===== config.mk =====
export PLATFORM = sky130hd
export DESIGN_NAME = hcordic_engine
export DESIGN_NICKNAME = d
export VERILOG_FILES = /design/src/rtl/hcordic_pkg.sv /design/src/rtl/hcordic_angle_rom.sv /design/src/rtl/hcordic_seq.sv /design/src/rtl/hcordic_dp.sv /design/src/rtl/hcordic_engine.sv
export SDC_FILE = /design/constraint.sdc
export NUM_CORES = 1
export LEC_CHECK = 0
export BUFFER_PORTS_ARGS = -buffer_cell sky130_fd_sc_hd__clkbuf_2
export CORE_ASPECT_RATIO = 2
export CORE_MARGIN = 2
export CORE_UTILIZATION = 55
export CTS_CLUSTER_SIZE = 8
export DETAILED_ROUTE_END_ITERATION = 12
export GPL_TIMING_DRIVEN = 0
export PLACE_DENSITY = 0.72
export SYNTH_ARGS = -nofsm -noshare
export SYNTH_HDL_FRONTEND = slang
export SYNTH_HIERARCHICAL = 1
export SYNTH_SLANG_ARGS = --single-unit

===== constraint.sdc =====
create_clock -name clk -period 9.2 [get_ports clk]
set_input_delay 2.3 -clock clk [delete_from_list [all_inputs] [get_ports clk]]
set_output_delay 2.3 -clock clk [all_outputs]
set_load 0.005 [all_outputs]

===== src/rtl/hcordic_pkg.sv =====
package hcordic_pkg;

    typedef enum logic {
        HC_ROT = 1'b0,
        HC_VEC = 1'b1
    } hc_mode_e;

    typedef enum logic [1:0] {
        PH_IDLE   = 2'd0,
        PH_EXPAND = 2'd1,
        PH_BASIC  = 2'd2
    } hc_phase_e;

    // Number of basic indices k <= n in the chain 4, 13, 40, ... (k -> 3k+1).
    function automatic int hc_repeat_count(input int n);
        int k;
        int c;
        k = 4;
        c = 0;
        while (k <= n) begin
            c = c + 1;
            k = 3 * k + 1;
        end
        return c;
    endfunction

    function automatic real hc_pow2(input int e);
        real p;
        p = 1.0;
        for (int q = 0; q < e; q++) p = p * 2.0;
        return p;
    endfunction

    // atanh(1 - 2^-(j+2)) = 0.5*ln(2^(j+3) - 1), rounded to frac bits.
    function automatic longint hc_expand_angle(input int j, input int frac);
        real a;
        a = 0.5 * $ln(hc_pow2(j + 3) - 1.0);
        return longint'($rtoi(a * hc_pow2(frac) + 0.5));
    endfunction

    // atanh(2^-i) = 0.5*ln((2^i+1)/(2^i-1)), rounded to frac bits.
    function automatic longint hc_basic_angle(input int i, input int frac);
        real p;
        real a;
        p = hc_pow2(i);
        a = 0.5 * $ln((p + 1.0) / (p - 1.0));
        return longint'($rtoi(a * hc_pow2(frac) + 0.5));
    endfunction

endpackage


===== src/rtl/hcordic_angle_rom.sv =====
module hcordic_angle_rom
    import hcordic_pkg::*;
#(
    parameter int W         = 24,
    parameter int AFRAC     = 15,
    parameter int IDX_W     = 4,
    parameter int LAST_IDX  = 5,
    parameter bit EXPANSION = 1'b1
) (
    input  logic [IDX_W-1:0] idx,
    output logic [W-1:0]     angle
);
    localparam int SIZE = 1 << IDX_W;

    logic [W-1:0] tbl [SIZE];

    for (genvar g = 0; g < SIZE; g++) begin : g_ent
        if (g > LAST_IDX) begin : g_pad
            assign tbl[g] = '0;
        end else if (EXPANSION) begin : g_exp
            localparam logic [W-1:0] A = W'(hc_expand_angle(g, AFRAC));
            assign tbl[g] = A;
        end else if (g == 0) begin : g_zero
            assign tbl[g] = '0;
        end else begin : g_bas
            localparam logic [W-1:0] A = W'(hc_basic_angle(g, AFRAC));
            assign tbl[g] = A;
        end
    end

    assign angle = tbl[idx];
endmodule


===== src/rtl/hcordic_seq.sv =====
module hcordic_seq
    import hcordic_pkg::*;
#(
    parameter int M_EXP   = 5,
    parameter int N_BASIC = 14,
    parameter int JW      = 4,
    parameter int RW      = 7
) (
    input  logic          clk,
    input  logic          rst,
    input  logic          start,
    output logic          accept,
    output logic          busy,
    output logic          expand,
    output logic          last,
    output logic [JW-1:0] j_idx,
    output logic [RW-1:0] i_idx
);
    hc_phase_e     phase;
    logic [JW-1:0] j_q;
    logic [RW-1:0] i_q;
    logic [RW-1:0] rep_q;
    logic          seen_q;
    logic          dup;

    assign accept = start && (phase == PH_IDLE);
    assign busy   = (phase != PH_IDLE);
    assign expand = (phase == PH_EXPAND);
    assign dup    = (i_q == rep_q) && !seen_q;
    assign last   = (phase == PH_BASIC) && (i_q == RW'(N_BASIC)) && !dup;
    assign j_idx  = j_q;
    assign i_idx  = i_q;

    always_ff @(posedge clk) begin
        if (rst) begin
            phase  <= PH_IDLE;
            j_q    <= '0;
            i_q    <= '0;
            rep_q  <= '0;
            seen_q <= 1'b0;
        end else begin
            case (phase)
                PH_IDLE: begin
                    if (start) begin
                        phase  <= PH_EXPAND;
                        j_q    <= JW'(M_EXP);
                        i_q    <= RW'(1);
                        rep_q  <= RW'(4);
                        seen_q <= 1'b0;
                    end
                end
                PH_EXPAND: begin
                    if (j_q == '0) phase <= PH_BASIC;
                    else           j_q   <= j_q - JW'(1);
                end
                PH_BASIC: begin
                    if (last) begin
                        phase <= PH_IDLE;
                    end else if (dup) begin
                        seen_q <= 1'b1;
                    end else begin
                        if (i_q == rep_q) begin
                            rep_q  <= (rep_q << 1) + rep_q + RW'(1);
                            seen_q <= 1'b0;
                        end
                        i_q <= i_q + RW'(1);
                    end
                end
                default: phase <= PH_IDLE;
            endcase
        end
    end
endmodule


===== src/rtl/hcordic_dp.sv =====
module hcordic_dp
    import hcordic_pkg::*;
#(
    parameter int IO_W = 16,
    parameter int G    = 4,
    parameter int HEAD = 4,
    parameter int SW   = 8
) (
    input  logic            clk,
    input  logic            rst,
    input  logic            load,
    input  logic            step_en,
    input  logic            last,
    input  logic            expand,
    input  hc_mode_e        mode_in,
    input  logic [SW-1:0]   shamt,
    input  logic [IO_W+G+HEAD-1:0] ang_exp,
    input  logic [IO_W+G+HEAD-1:0] ang_bas,
    input  logic [IO_W-1:0] x0,
    input  logic [IO_W-1:0] y0,
    input  logic [IO_W-1:0] z0,
    output logic [IO_W-1:0] x_res,
    output logic [IO_W-1:0] y_res,
    output logic [IO_W-1:0] z_res,
    output logic            done
);
    localparam int W = IO_W + G + HEAD;

    hc_mode_e             mode_q;
    logic signed [W-1:0]  x_q, y_q, z_q;
    logic signed [W-1:0]  ax, ay, ang;
    logic signed [W-1:0]  xn, yn, zn;
    logic                 neg;

    function automatic logic signed [W-1:0] widen(input logic [IO_W-1:0] v);
        return {{HEAD{v[IO_W-1]}}, v, {G{1'b0}}};
    endfunction

    always_comb begin
        ax  = expand ? (y_q - (y_q >>> shamt)) : (y_q >>> shamt);
        ay  = expand ? (x_q - (x_q >>> shamt)) : (x_q >>> shamt);
        ang = expand ? $signed(ang_exp) : $signed(ang_bas);
        if (mode_q == HC_ROT)
            neg = z_q[W-1];
        else
            neg = (x_q == '0) || (y_q == '0) || (x_q[W-1] == y_q[W-1]);
        xn = neg ? (x_q - ax)  : (x_q + ax);
        yn = neg ? (y_q - ay)  : (y_q + ay);
        zn = neg ? (z_q + ang) : (z_q - ang);
    end

    always_ff @(posedge clk) begin
        if (rst) begin
            mode_q <= HC_ROT;
            x_q    <= '0;
            y_q    <= '0;
            z_q    <= '0;
            x_res  <= '0;
            y_res  <= '0;
            z_res  <= '0;
            done   <= 1'b0;
        end else begin
            done <= step_en && last;
            if (load) begin
                mode_q <= mode_in;
                x_q    <= widen(x0);
                y_q    <= widen(y0);
                z_q    <= widen(z0);
            end else if (step_en) begin
                x_q <= xn;
                y_q <= yn;
                z_q <= zn;
                if (last) begin
                    x_res <= xn[G +: IO_W];
                    y_res <= yn[G +: IO_W];
                    z_res <= zn[G +: IO_W];
                end
            end
        end
    end
endmodule


===== src/rtl/hcordic_engine.sv =====
module hcordic_engine
    import hcordic_pkg::*;
#(
    parameter int IO_W    = 16,
    parameter int FRAC    = 11,
    parameter int HEAD    = 4,
    parameter int M_EXP   = 5,
    parameter int N_BASIC = 14
) (
    input  logic            clk,
    input  logic            rst,
    input  logic            start,
    input  logic            mode,
    input  logic [IO_W-1:0] x_in,
    input  logic [IO_W-1:0] y_in,
    input  logic [IO_W-1:0] z_in,
    output logic [IO_W-1:0] x_out,
    output logic [IO_W-1:0] y_out,
    output logic [IO_W-1:0] z_out,
    output logic            done
);
    localparam int GUARD = $clog2(IO_W);
    localparam int W     = IO_W + GUARD + HEAD;
    localparam int AFRAC = FRAC + GUARD;
    localparam int JW    = $clog2(M_EXP + 1) + 1;
    localparam int RW    = $clog2(3 * N_BASIC + 2) + 1;
    localparam int SW    = ((JW > RW) ? JW : RW) + 1;
    localparam int TOTAL = M_EXP + 1 + N_BASIC + hc_repeat_count(N_BASIC);

    logic          accept, busy, expand, last;
    logic [JW-1:0] j_idx;
    logic [RW-1:0] i_idx;
    logic [SW-1:0] shamt;
    logic [W-1:0]  ang_exp, ang_bas;

    hcordic_seq #(
        .M_EXP(M_EXP), .N_BASIC(N_BASIC), .JW(JW), .RW(RW)
    ) u_seq (
        .clk(clk), .rst(rst), .start(start), .accept(accept), .busy(busy),
        .expand(expand), .last(last), .j_idx(j_idx), .i_idx(i_idx)
    );

    hcordic_angle_rom #(
        .W(W), .AFRAC(AFRAC), .IDX_W(JW), .LAST_IDX(M_EXP), .EXPANSION(1'b1)
    ) u_rom_exp (
        .idx(j_idx), .angle(ang_exp)
    );

    hcordic_angle_rom #(
        .W(W), .AFRAC(AFRAC), .IDX_W(RW), .LAST_IDX(N_BASIC), .EXPANSION(1'b0)
    ) u_rom_bas (
        .idx(i_idx), .angle(ang_bas)
    );

    assign shamt = expand ? (SW'(j_idx) + SW'(2)) : SW'(i_idx);

    hcordic_dp #(
        .IO_W(IO_W), .G(GUARD), .HEAD(HEAD), .SW(SW)
    ) u_dp (
        .clk(clk), .rst(rst), .load(accept), .step_en(busy), .last(last),
        .expand(expand), .mode_in(hc_mode_e'(mode)), .shamt(shamt),
        .ang_exp(ang_exp), .ang_bas(ang_bas),
        .x0(x_in), .y0(y_in), .z0(z_in),
        .x_res(x_out), .y_res(y_out), .z_res(z_out), .done(done)
    );
endmodule


==> results.ini, run 1 <==
[yosys]
synth_compound_area_frac = 0.271
async_flop_share = 0
yosys_warnings = 6
synth_top_family_by_area = compound AO/OA/AOI/OAI gates
synth-adder-area-share = 0.0966
synthCells = 2490
synth_top_area_cell = dfxtp_1
synth_area_per_cell_um2 = 7.46
synthDistinctLibCells = 113
ys_ff_latch = 143
ys_seq_area_frac = 0.154
synth.area.mux_share = 0.109
ys_top_cells_by_area = dfxtp_1 (15%), ha_1 (9.0%), a21oi_1 (6.8%), mux2i_1 (5.9%), nor2_1 (5.4%)
synth_xor_area_frac = 0.0759
synth_top_area_share = 0.154
synth_area_mm2 = 0.0186
synthFlopType = dfxtp_1
synth-edff-count = 0
synthSimpleGateAreaFrac = 0.229

[floorplanning]
dieWidth_um = 134
initial_core_util = 0.556
ios = 101
die_y_um = 264
rows = 95

[clock_tree]
cts_root_buf = clkbuf_16
clkSinkCount = 143
clockBufferDepth = 2
htreeDepth = 4
cts_hold_buf = 0
cts-buffers-inserted = 17

[global_route]
grt_pass1_vias = 23735
grt_max_degree = 17
gr-total-overflow = 129
grt_usage = 0.623
grt_pass1_wl_mm = 165

[run_status]
haltStage = 5_1_grt
error = [ERROR GRT-0116] Global routing finished with congestion. Check the congestion regions in the DRC Viewer.
outcome = stopped before the end

[place]
portBuffers = 100
place_hpwl_mm = 75.7
gp_congestion = 1.20
place_inst = 3045
post-place-ws_ns = -1.98
place_area_mm2 = 0.0197

## layer usage
layer	GRT overflow	track usage
met2	63	0.883
met4	65	0.683
met5	0	0.0413
met1	0	0.587
met3	1	0.358
## kinds of logic after synthesis
family,after synthesis
flops,143
other cells,3
mux,157
simple gates,877
compound gates,760
buf+inv,249
fa+ha+maj,140
xor+xnor,161
## cells in the mapped netlist, types with 12 or more instances
library cell and count:
nor2_1 268, a21oi_1 254, nand2_1 250, dfxtp_1 143, ha_1 133, o21ai_0 113
mux2i_1 109, xnor2_1 99, clkbuf_1 86, inv_1 84, nor3_1 74, xor2_1 62
nand2b_1 54, a211oi_1 41, nand3_1 40, a21o_1 37, a31oi_1 36, a221oi_1 29
buf_4 27, mux4_2 27, o21a_1 27, nor2b_1 26, nor4_1 26, o21bai_1 26
o211ai_1 22, and3_1 20, buf_2 20, or3_1 19, and2_1 18, o32ai_1 16
buf_1 13, mux2_2 13, nand4_1 12
## through the flow
stage / setup TNS, ns / hold slack [ns]
after CTS: -0.0749 / 0.460
after detailed placement: -22.10 / 0.449
after global placement: -16.64 / 0.445
after floorplan: 0 / 0.453
## what timing repair did
| item | 4_1_cts |
|---|---|
| buffers inserted | 2 |
| setup endpoints to repair | 44 |
| pin swaps | 0 |
| resized for setup | 32 |
==> run 2, diff against run 1 <==
Settings changed: CORE_ASPECT_RATIO 2 to unset, CORE_UTILIZATION 55 to 40, CTS_CLUSTER_SIZE 8 to unset, PLACE_DENSITY 0.72 to unset, PLACE_DENSITY_LB_ADDON set to 0.15.
==> run 2 against run 1 <==
Against the previous run:
- the run now ends clean
- synthesized cell count stayed put
- synthesized area stayed put
==> results.ini, run 2 <==
[global_route]
grt_pass1_wl_mm = 126
gr-total-overflow = 0
grt_max_degree = 17
antenna_found_initial = 0
grt_usage = 0.356
grt_pass1_vias = 19818

[floorplanning]
initial_core_util = 0.408  ; was 0.556
rows = 78  ; was 95
die_y_um = 219  ; was 264 µm
dieWidth_um = 219  ; was 134 µm
die_area_mm2 = 0.0482
ios = 101  ; unchanged
coreArea_mm2 = 0.0456

[worst_hold_path]
hold_path_class = register to register
hold_start = u_dp/z_res[13]

[finish]
finalInstanceArea_mm2 = 0.0207
top_regs = u_dp/x_q x24, u_dp/y_q x24, u_dp/z_q x24
drive_gt1_frac = 0.120
fill_cells = 4669
nNetsFinal = 2821
syn_to_final_growth_pct = 11.3
instances_no_fill = 3244
mostFrequentLayoutCell = nor2_1
final_cell_mix = nor2_1 (267), a21oi_1 (253), nand2_1 (250)

[power]
p_leak_nw = 8.32
p_per_area_mw_per_mm2 = 326
vdd_drop_max_mv = 0.170
finalPower_mw = 6.75

[setup_path]
start_kind = register
crit_type = register to register
r2r_slack_ns = 0.32
r2r_start = u_seq/phase[0]
crit_top_cell = a21oi_1
cp_top_family = compound AO/OA/AOI/OAI gates
cp_max_fo = 10
end_kind = register
critPathArrivalTime_ns = 9.26
critical_path.startpoint = u_seq/phase[0]
worst-path-buf-inv = 4
cp.required_ns = 9.58
slowest_stage = buf_1
cp_slowest_stage_delay_ns = 0.62

[yosys]
ys_top_cells_by_area = dfxtp_1 (15%), ha_1 (9.0%), a21oi_1 (6.8%), mux2i_1 (5.9%), nor2_1 (5.4%)  ; unchanged
ys_seq_area_frac = 0.154  ; unchanged
synth_top_area_cell = dfxtp_1  ; unchanged
synth_common_cells = nor2_1 (268), a21oi_1 (254), nand2_1 (250)  ; unchanged
synth-edff-count = 0  ; unchanged
synth_area_per_cell_um2 = 7.46  ; unchanged
yosys_warnings = 6  ; unchanged
ys_ff_latch = 143  ; unchanged
synthCells = 2490  ; unchanged
synth_top_area_share = 0.154  ; unchanged
synthMostInstantiatedCell = nor2_1  ; unchanged
async_flop_share = 0  ; unchanged
synthDistinctLibCells = 113  ; unchanged
synthFlopType = dfxtp_1  ; unchanged
synth_area_mm2 = 0.0186  ; unchanged

[job]
cap_violations = 0

[drt]
wirelength_mm = 86.3
via_per_inst = 6.41
detail_route.wl_per_cell_um = 26.6
drt_pass1_iterations = 6
drtAntennaViolNets = 0
drtIter0Drc = 1940
vias = 20794
post-route-drc-count = 0

[place]
place_hpwl_mm = 67.8  ; was 75.7 mm
gp_congestion = 1.02  ; was 1.20
place_area_mm2 = 0.0199  ; was 0.0197 mm²
place_inst = 3210  ; was 3045
portBuffers = 100  ; unchanged

[clock_tree]
cts_tree = done
cts_root_buf = clkbuf_16  ; unchanged
clockBufferDepth = 2  ; unchanged
htreeDepth = 4  ; unchanged
cts.clk_slew.worst_paths_ns = 0.07
clkSinkCount = 143  ; unchanged
worstSkewPairLatency_ns = 0.47
cts_hold_buf = 0  ; unchanged
cts-buffers-inserted = 17  ; unchanged

[timing]
slew_headroom = 0.178
hold_viol_final = 0
finalCritPeriodShare = 0.965
period_minus_slack_ns = 8.88
rsz0062_at_grt = yes
fin_setup_tns_ns = 0
drv_slew = 0
skew_ns = 0.0156
maxClockFrequency_mhz = 113
finalSetupViolCount = 0
worst_pin_slew_ns = 1.23

[run_status]
outcome = complete, no violations  ; was stopped before the end

run 2: cell counts after synthesis:
Identical to the previous run, type by type.
run 2: cell families after synthesis:
kind of cell,Yosys count,share of synthesized area
and+or+nand+nor,877,0.229
AOI/OAI and AO/OA,760,0.271
buffers and inverters,249,0.0639
xor gates and xnor gates,161,0.0759
muxes,157,0.109
DFF,143,0.154
adders and majority gates,140,0.0966
other,3,0.000606
run 2: worst reg2reg max path, delay by kind of cell (launching register included):
family,cells,cell delay [ns]
compound gates,13,2.94
simple gates,10,2.65
buf+inv,4,1.26
mux,3,0.73
fa+ha+maj,2,0.66
flops,1,0.38
xor+xnor,1,0.18
run 2: per-stage QoR:
stage               setup WS, ns  hold WS (ns)   util
global placement          -0.921         0.445  0.437
CTS                       0.0233         0.462  0.452
finish                     0.318         0.458  0.454
global route              -0.105         0.473  0.454
floorplan                   1.36         0.453      -
detailed placement         -1.03         0.449  0.437
run 2: per-layer routing:
metal  up-vias  routed length (µm)  global-route usage  part of all wire
li1       9450                   -                   -                 -
met1     10050               35800               0.463              0.42
met2      1030               37600               0.547              0.44
met5         -                   0                   0                 0
met4         0                5090               0.198             0.059
met3       264                7760              0.0765             0.090
run 2: path summary, 6_finish.rpt:
kind | endpoint | depth (start not counted)
worst max-delay path | u_dp/y_q[23] | 33
worst min-delay path | u_dp/z_res[13] | 2
worst max register to register | u_dp/y_q[23] | 33
worst min register to register | u_dp/z_res[13] | 2
run 2: timing repair:
action                     CTS  global route
gates resized for setup     17            24
cloned                       0             0
buffers inserted             0             1
setup endpoints to repair   29            37
pin swaps                    0             1
run 2: layout make-up:
cell class,count,area (µm²),share of cell area
Inverter,88,330,0.0160
Buffer,161,876,0.0423
Tap cell,600,751,0.0363
Antenna cell,1,2.50,0.000121
Clock inverter,13,176,0.00853
Multi-Input combinational cell,2117,14700,0.712
Clock buffer,19,443,0.0214
Sequential cell,143,2860,0.138
Timing Repair Buffer,102,515,0.0249
run 2: where the power goes:
part,switching (mW),leakage (nW),internal [mW]
sequential,0.314,1.17,0.701
clock,0.317,0.294,0.440
combinational,3.10,6.86,1.87
total,3.73,8.32,3.01
No activity file was read; power rests on OpenSTA's default activity.
==> run 3, diff against run 2 <==
Settings changed: PLACE_DENSITY set to 0.68, PLACE_DENSITY_LB_ADDON 0.15 to unset.
==> run 3 against run 2 <==
Against the previous run:
- flip-flop and latch count is the same
- fmax decreased by 0.90%
- first-iteration DRC count rose by 27%
- non-clock buffer count decreased by 2
- via count increased by 1.3%
- clock-buffer cell count is 1 lower
- critical endpoint unchanged
- design area down 0.28%
==> results.ini, run 3 (synthesis results as in run 2) <==
[setup_path]
cp_max_fo = 10  ; unchanged
start_kind = register  ; unchanged
slowest_stage = or4b_4  ; was buf_1
cp.required_ns = 9.57  ; was 9.58 ns
cp_top_family = compound AO/OA/AOI/OAI gates  ; unchanged
r2r_slack_ns = 0.24  ; was 0.32 ns
crit_type = register to register  ; unchanged
critPathArrivalTime_ns = 9.33  ; was 9.26 ns
cp_slowest_stage_delay_ns = 0.61  ; was 0.62 ns
end_kind = register  ; unchanged
worst-path-buf-inv = 5  ; was 4

[clock_tree]
cts_root_buf = clkbuf_16  ; unchanged
cts_tree = done  ; unchanged
cts_hold_buf = 0  ; unchanged
worstSkewPairLatency_ns = 0.45  ; was 0.47 ns
htreeDepth = 4  ; unchanged
clockBufferDepth = 2  ; unchanged
cts-buffers-inserted = 17  ; unchanged
clkSinkCount = 143  ; unchanged
cts.clk_slew.worst_paths_ns = 0.07  ; about the same

[timing]
drv_slew = 0  ; unchanged
slew_headroom = 0.223  ; was 0.178
worst_pin_slew_ns = 1.16  ; was 1.23 ns
fin_setup_tns_ns = 0  ; unchanged
period_minus_slack_ns = 8.96  ; was 8.88 ns
hold_slack_ns = 0.454  ; was 0.458 ns
hold_viol_final = 0  ; unchanged
finalSetupViolCount = 0  ; unchanged
rsz0062_at_grt = no  ; was yes
finalCritPeriodShare = 0.974  ; was 0.965
skew_ns = 0.0118  ; was 0.0156 ns
maxClockFrequency_mhz = 112  ; was 113 MHz

[finish]
final_cell_mix = nor2_1 (267), a21oi_1 (253), nand2_1 (250)  ; unchanged
antennaDiodeCount = 0  ; was 1
top_regs = u_dp/x_q x24, u_dp/y_q x24, u_dp/z_q x24  ; unchanged
nNetsFinal = 2819  ; was 2821
multi_input_area_mm2 = 0.0147  ; about the same
ff_latch_area_mm2 = 0.00286  ; about the same
fill_cells = 4604  ; was 4669
drive_gt1_frac = 0.119  ; was 0.120
finalInstanceArea_mm2 = 0.0206  ; was 0.0207 mm²
syn_to_final_growth_pct = 11.0  ; was 11.3%
finish.utilization = 0.453  ; was 0.454
mostFrequentLayoutCell = nor2_1  ; unchanged

[place]
place_hpwl_mm = 62.7  ; was 67.8 mm
portBuffers = 100  ; unchanged
gp_congestion = 1.02  ; about the same
place_area_mm2 = 0.0199  ; about the same

[global_route]
grt_max_degree = 17  ; unchanged
antenna_found_initial = 1  ; was 0
grt_usage = 0.326  ; was 0.356
grt_pass1_vias = 20205  ; was 19818
grt_pass1_wl_mm = 120  ; was 126 mm
gr-total-overflow = 0  ; unchanged

[power]
p_leak_nw = 8.30  ; was 8.32 nW
p_per_area_mw_per_mm2 = 323  ; was 326 mW/mm²
vdd_drop_max_mv = 0.233  ; was 0.170 mV
finalPower_mw = 6.66  ; was 6.75 mW

[drt]
wirelength_mm = 80.2  ; was 86.3 mm
via_per_inst = 6.50  ; was 6.41
drtAntennaViolNets = 0  ; unchanged
vias = 21062  ; was 20794
drt_pass1_iterations = 6  ; unchanged
detail_route.wl_per_cell_um = 24.8  ; was 26.6 µm
post-route-drc-count = 0  ; unchanged
drtIter0Drc = 2469  ; was 1940

[floorplanning]
coreArea_mm2 = 0.0456  ; unchanged
die_area_mm2 = 0.0482  ; unchanged
ios = 101  ; unchanged
initial_core_util = 0.408  ; unchanged
rows = 78  ; unchanged
dieWidth_um = 219  ; unchanged
die_y_um = 219  ; unchanged

[run_status]
outcome = complete, no violations  ; unchanged

[worst_hold_path]
hold_path_class = register to register  ; unchanged

[job]
cap_violations = 0  ; unchanged

[run 3: final timing paths]
check,start,end,depth (start not counted)
max,u_seq/phase[0],u_dp/y_q[23],34
min,u_dp/z_res[12],u_dp/z_res[12],2
max reg2reg,u_seq/phase[0],u_dp/y_q[23],34
min reg2reg,u_dp/z_res[12],u_dp/z_res[12],2
[run 3: power breakdown]
| group | switching (mW) | internal, mW |
|---|---|---|
| Combinational | 3.07 | 1.87 |
| Sequential | 0.299 | 0.701 |
| Clock | 0.308 | 0.411 |
| Total | 3.68 | 2.98 |
[run 3: repair_timing]
| action | 4_1_cts | 5_1_grt |
|---|---|---|
| resized for setup | 11 | 23 |
| buffers inserted | 0 | 1 |
| endpoints found under the setup margin | 19 | 34 |
| endpoints found under the hold margin | 0 | 0 |
| pin swaps | 0 | 1 |
[run 3: worst register-to-register path: cells and delay by family, from the launching register on]
kind,cells,cell delay (ns)
AND/OR/NAND/NOR,9,2.42
adder cells (fa/ha/maj),3,1.04
flip-flops,1,0.37
buffers and inverters,5,1.06
AO/OA/AOI/OAI,13,3.08
XOR/XNOR,1,0.20
multiplexers,3,0.73
[run 3: layout make-up]
class,instances,area share
Sequential cell,143,0.139
Multi-Input combinational cell,2117,0.714
Timing Repair Buffer,101,0.0246
Tap cell,600,0.0364
Clock inverter,13,0.00740
Clock buffer,18,0.0213
Buffer,160,0.0419
Inverter,88,0.0160
[run 3: metal layers]
metal | global-route usage | wire length, µm
met1 | 0.421 | 31900
met2 | 0.502 | 34400
met3 | 0.0741 | 9030
met4 | 0.180 | 4940
met5 | 0.00521 | 0
[run 3: metrics by stage]
stage	setup WS (ns)	instances
3_5_place_dp	-1.14	3209
6_report	0.237	3240
2_1_floorplan	1.36	2509
4_1_cts	0.00744	3240
3_3_place_gp	-1.33	3209
5_1_grt	0.00526	3240
